**src/rtl/mac_acc.sv**
```systemverilog
module mac_acc #(
  parameter int DW = 32,
  parameter int IW = 16,
  parameter int CW = 4
) (
  input  logic          clk,
  input  logic          rst_n,
  input  logic          op_valid,
  input  logic [CW-1:0] op_code,
  input  logic [DW-1:0] op_a,
  input  logic [DW-1:0] op_b,
  input  logic [IW-1:0] op_imm,
  output logic          op_ready,
  output logic          rd_valid,
  output logic [DW-1:0] rd_data,
  input  logic          wr_en,
  input  logic          wr_hi,
  input  logic [DW-1:0] wr_data,
  output logic [DW-1:0] acc_hi,
  output logic [DW-1:0] acc_lo
);
  localparam int AW = 2 * DW;
  localparam logic [CW-1:0] OP_ADD = CW'(1);
  localparam logic [CW-1:0] OP_SUB = CW'(2);
  localparam logic [CW-1:0] OP_IMM = CW'(3);
  localparam logic [CW-1:0] OP_RDC = CW'(4);

  logic [AW-1:0] acc;
  logic          pend, p_sub;
  logic [DW-1:0] p_val;
  logic [DW-1:0] mul_b, prod;
  logic [AW-1:0] prod_x, acc_nxt;
  logic          is_acc, is_rdc, fire;

  assign is_acc   = (op_code == OP_ADD) || (op_code == OP_SUB) || (op_code == OP_IMM);
  assign is_rdc   = (op_code == OP_RDC);
  assign op_ready = !(op_valid && is_rdc && pend);
  assign fire     = op_valid && op_ready;

  assign mul_b   = (op_code == OP_IMM) ? {{(DW-IW){op_imm[IW-1]}}, op_imm} : op_b;
  assign prod    = op_a * mul_b;
  assign prod_x  = {{DW{p_val[DW-1]}}, p_val};
  assign acc_nxt = p_sub ? acc - prod_x : acc + prod_x;

  always_ff @(posedge clk) begin
    if (!rst_n) begin
      pend  <= 1'b0;
      p_sub <= 1'b0;
      p_val <= '0;
    end else begin
      pend <= fire && is_acc;
      if (fire && is_acc) begin
        p_sub <= (op_code == OP_SUB);
        p_val <= prod;
      end
    end
  end

  always_ff @(posedge clk) begin
    if (!rst_n) begin
      acc <= '0;
    end else if (wr_en) begin
      if (wr_hi) acc[AW-1:DW] <= wr_data;
      else       acc[DW-1:0]  <= wr_data;
    end else if (fire && is_rdc) begin
      acc <= '0;
    end else if (pend) begin
      acc <= acc_nxt;
    end
  end

  always_ff @(posedge clk) begin
    if (!rst_n) begin
      rd_valid <= 1'b0;
      rd_data  <= '0;
    end else begin
      rd_valid <= fire && is_rdc;
      if (fire && is_rdc) rd_data <= acc[DW-1:0];
    end
  end

  assign acc_hi = acc[AW-1:DW];
  assign acc_lo = acc[DW-1:0];
endmodule

```
**config.mk**
```make
export PLATFORM = sky130hd
export DESIGN_NAME = mac_acc
export DESIGN_NICKNAME = d
export VERILOG_FILES = /design/src/rtl/mac_acc.sv
export SDC_FILE = /design/constraint.sdc
export NUM_CORES = 2
export LEC_CHECK = 0
export BUFFER_PORTS_ARGS = -buffer_cell sky130_fd_sc_hd__buf_2
export CORE_UTILIZATION = 38
export CTS_CLUSTER_SIZE = 24
export DETAILED_ROUTE_END_ITERATION = 7
export SLEW_MARGIN = 20
export SYNTH_ARGS = -nofsm -noshare
export SYNTH_HDL_FRONTEND = slang
export SYNTH_SLANG_ARGS = --single-unit
```
**constraint.sdc**
```tcl
create_clock -name clk -period 11.45 [get_ports clk]
set_clock_uncertainty 0.05 [all_clocks]
set_input_delay 0.5725 -clock clk [delete_from_list [all_inputs] [get_ports clk]]
set_output_delay 0.5725 -clock clk [all_outputs]
set_load 0.01 [all_outputs]
```
-- Word level (Yosys, flattened, before mapping)
Index checks and enable logic that the tools add are counted.
- register bits: 131
- logic and storage cells: 34
- add/sub/neg operators: 2
- multipliers: 1
- eq/ne operators: 6
- mux-type cells: 7
- reductions and logical operators: 11
- operator list (cell ; number):
    64-bit 2-to-1 mux ; 4
    32-bit 2-to-1 mux ; 3
    64-bit adder ; 1
    64-bit subtractor ; 1
    32-bit by 32-bit multiplier with 32-bit output ; 1
    4-bit by 2-bit == test with 1-bit output, second input constant ; 2
    1-bit logical AND ; 5
    4-bit by 1-bit == test with 1-bit output, second input constant ; 1
    4-bit by 3-bit == test with 1-bit output, second input constant ; 1
    2-bit AND reduction ; 2
    3-bit nonzero test ; 1
    1-bit logical OR ; 2
    2-bit by 1-bit inequality test with 1-bit output, second input constant ; 1
    2-bit inequality test, second input constant ; 1
    1-bit logical NOT ; 1

-- Depth between registers and ports, before layout
- word-level depth: 8
- gate-level depth with buffers: 32

-- Worst setup path before layout
Ideal clock, no wire load.
- path type: in2reg
- start point: input port op_code[2]
- end point: register p_val[31]
- arrival: 7805 ps
- required time: 11337 ps
- setup slack: 3532 ps
- cell stages on the path: 27
- buffers on the path: 3
- path through: and4bb_4 -> buf_6 -> buf_4 -> mux2_2 -> clkbuf_1 -> and2_1 -> fa_1 -> fa_1 -> fa_1 -> inv_1 -> fa_1 -> inv_1 -> fa_1 -> fa_1 -> fa_1 -> fa_1 -> ha_1 -> a21o_1 -> a21o_1 -> a211oi_1 -> nor2b_1 -> o21ai_0 -> o311ai_0 -> a41oi_1 -> xor2_1 -> mux2_2 -> nor2_2
- cells in the longest elaborated chain, start to end: 6
- elaborated cells on any way between the ends: 13
- classes of those cells: mul (1); eq/ne (4); mux (1); reduce/logical (7)
- ends and longest elaborated chain (element ; RTL line ; source):
    start, declared ; 9 ; input logic [CW-1:0] op_code,
    branches (longest 6 deep; another with 32-bit by 32-bit multiplier with 32-bit output) ; - ;
    end signal, assigned ; 54 ; p_val <= prod;
    end, declared ; 30 ; logic [DW-1:0] p_val;
Parallel ways; which one is timed is not known.
A chain may end at the register's enable or synchronous reset.

-- Final worst setup path
- start point: input port op_code[2]
- end point: register p_val[30]
Same word-level chain as after synthesis.

==> flow_summary.json <==
{
  "status": "completed",
  "cts.sinks": 131,
  "start_util": 0.387,
  "ys_warn_count": 0,
  "worst_pin_slew_ns": 1.12,
  "grt.total_usage": 0.243,
  "hold_class": "reg -> reg",
  "cp.required_ns": 11.72,
  "htree_levels": 4,
  "hpwl_microns": 66000,
  "drtIter0Drc": 1818,
  "port_buffers": 218,
  "synth_top_area_cell": "fa_1",
  "vias": 22100,
  "netlist_area_sq_um": 25700,
  "cts_hold_buf": 0,
  "setup_viol": 0,
  "routabilityCongestion": 0.949,
  "grt_pass1_wl_microns": 128000,
  "viasPerCell": 5.47,
  "overflow": 0,
  "holdPathStages": 2,
  "setup.worst_path.start_class": "input pin",
  "worstSetupPathType": "in -> reg",
  "critPathMaxFanout": 30,
  "fin_hold_ws_ns": 0.400,
  "fin_nets": 3890,
  "dr.pass1.iters": 5,
  "clkTransAtPathRegs_ns": 0.06,
  "rsz0062_at_grt": "false",
  "synth_common_cells": "411 x inv_1, 409 x fa_1, 407 x nand2_1",
  "synthFlopType": "dfxtp_1",
  "grt_max_degree": 80,
  "cts-root-buf": "clkbuf_16",
  "async_reset_ff_frac": 0,
  "drtAntennaViolNets": 0,
  "fin_util": 0.422,
  "routed_wl_microns": 83200,
  "maxCapViolations": 0,
  "antenna_cells": 0,
  "routedWlPerCell_microns": 20.5,
  "fp-row-count": 94,
  "postCtsSetupRepairBufs": 0,
  "seq_area_frac_synth": 0.102,
  "dieWidth_microns": 262,
  "nFillCells": 6778,
  "die_area_sq_um": 68700,
  "cts_resized": 0,
  "remaining_drc_errors": 0,
  "antenna_found_initial": 1,
  "grt_pass1_vias": 21300,
  "layout_min_cycle_time_ns": 8.29,
  "fmax_mhz": 121,
  "worstPathArrival_ns": 8.56,
  "die_y_microns": 262,
  "synth_top_area_frac": 0.319,
  "core-area_sq_um": 66300,
  "syn_avg_cell_area_sq_um": 8.31,
  "synth_cells": 3092,
  "synth.most_common_cell": "inv_1",
  "clock_path_buffers": 2,
  "tns_ns": 0,
  "tritoncts": "built",
  "end_kind": "flop",
  "fin_cells": 4048,
  "hold_viol_final": 0,
  "syn_nets": 3810,
  "io_pins": 219,
  "ys_ff_latch": 131,
  "drive_gt1_frac": 0.0989,
  "slew_viol_final": 0,
  "clk_latency_ns": 0.44,
  "period_share": 0.724,
  "syn_to_final_growth_pct": 8.98,
  "ys_top_cells_by_area": "fa_1 32%, dfxtp_1 10%, ha_1 9.2%, and2_1 6.0%, inv_1 6.0%",
  "tritoncts.num_buffers": 17,
  "synth_edf_count": 0,
  "placed_cells": 4017,
  "relSlewSlack": 0.229,
  "yosysUniqueCellTypes": 73,
  "rr_worst_depth": 21
}
[stage by stage]
stage          setup slack (ns)  area, sq um
3_3_place_gp               2.83        27400
2_1_floorplan              3.53        25700
6_report                   3.16        28000
5_1_grt                    2.76        28000
4_1_cts                    3.15        28000
3_5_place_dp               2.72        27400
[kinds of logic after synthesis]
kind of cell / after synthesis / synth area share
compound gates: 566 / 0.139
xor+xnor: 158 / 0.0560
fa+ha+maj: 597 / 0.410
buf+inv: 590 / 0.0871
flops: 131 / 0.102
mux: 45 / 0.0189
simple gates: 1005 / 0.187
[cell usage in the layout, fill, tap and decap left out, types with 5 or more instances in the layout]
cell,Yosys,routed
a211oi_1,20,18
a21boi_0,5,5
a21o_1,58,58
a21oi_1,208,206
a221oi_1,37,37
a311oi_1,5,5
a31oi_1,30,30
and2_1,248,248
and3_1,13,13
and4_1,5,5
buf_2,3,218
buf_4,3,22
clkbuf_16,0,17
clkinvlp_4,0,5
dfxtp_1,131,129
fa_1,409,409
ha_1,188,188
inv_1,411,410
mux2_2,21,21
mux2i_1,22,22
nand2_1,407,407
nand2b_1,10,10
nand3_1,26,26
nand4_1,21,21
nor2_1,183,182
nor2b_1,18,17
nor3_1,33,32
nor4_1,6,6
o211ai_1,14,14
o21a_1,11,11
o21ai_0,91,90
o21bai_1,18,18
o22ai_1,18,18
o31ai_1,8,8
or3_1,12,12
xnor2_1,127,127
xor2_1,27,27
[layout make-up]
| type | instances | area (sq um) | share of cell area |
|---|---|---|---|
| clock buffers | 18 | 439 | 0.0157 |
| clock inverters | 13 | 185 | 0.00661 |
| inverters | 411 | 1540 | 0.0551 |
| multi-input cells | 2371 | 20900 | 0.745 |
| flip-flops and latches | 131 | 2630 | 0.0938 |
| well taps | 864 | 1080 | 0.0386 |
| repair buffers | 240 | 1260 | 0.0449 |
[worst max-delay path, cell delays in order]
cell	delay (ns)
buf_2	0.13
and4bb_4	0.60
mux2_2	0.62
and2_1	0.28
fa_1	0.54
inv_1	0.05
fa_1	0.50
fa_1	0.44
fa_1	0.54
inv_1	0.04
ha_1	0.26
ha_1	0.29
fa_1	0.50
fa_1	0.42
ha_1	0.36
a21oi_1	0.17
o21bai_1	0.09
a21oi_1	0.15
nor2b_1	0.06
a311o_1	0.38
a311oi_2	0.43
nor2_1	0.08
o41ai_1	0.68
o21a_1	0.23
o211ai_1	0.09
[path summary, 6_finish.rpt]
kind | start | endpoint | slack [ns]
setup / recovery | op_code[2] | p_val[30]$_SDFFE_PN0P_ | 3.16
hold / removal | rd_data[27]$_SDFFE_PN0P_ | rd_data[27]$_SDFFE_PN0P_ | 0.40
hold reg to reg | rd_data[27]$_SDFFE_PN0P_ | rd_data[27]$_SDFFE_PN0P_ | 0.40
setup reg to reg | p_val[12]$_SDFFE_PN0P_ | acc[60]$_SDFFE_PN0P_ | 5.85
[metal layers]
layer / vias to the layer above / track usage / part of all wire
met5: - / 0 / 0
met4: 0 / 0.0665 / 0.026
li1: 10200 / - / -
met2: 984 / 0.365 / 0.43
met3: 105 / 0.0355 / 0.088
met1: 10900 / 0.362 / 0.46
[state kept, by name (all words and copies together) (netlist names)]
signal / count
acc: 64
pend: 1
rd_valid: 1
p_val: 32
p_sub: 1
rd_data: 32
Power is not shown: default switching activity piles up to over one toggle a cycle in this logic, so the estimate is an artifact.
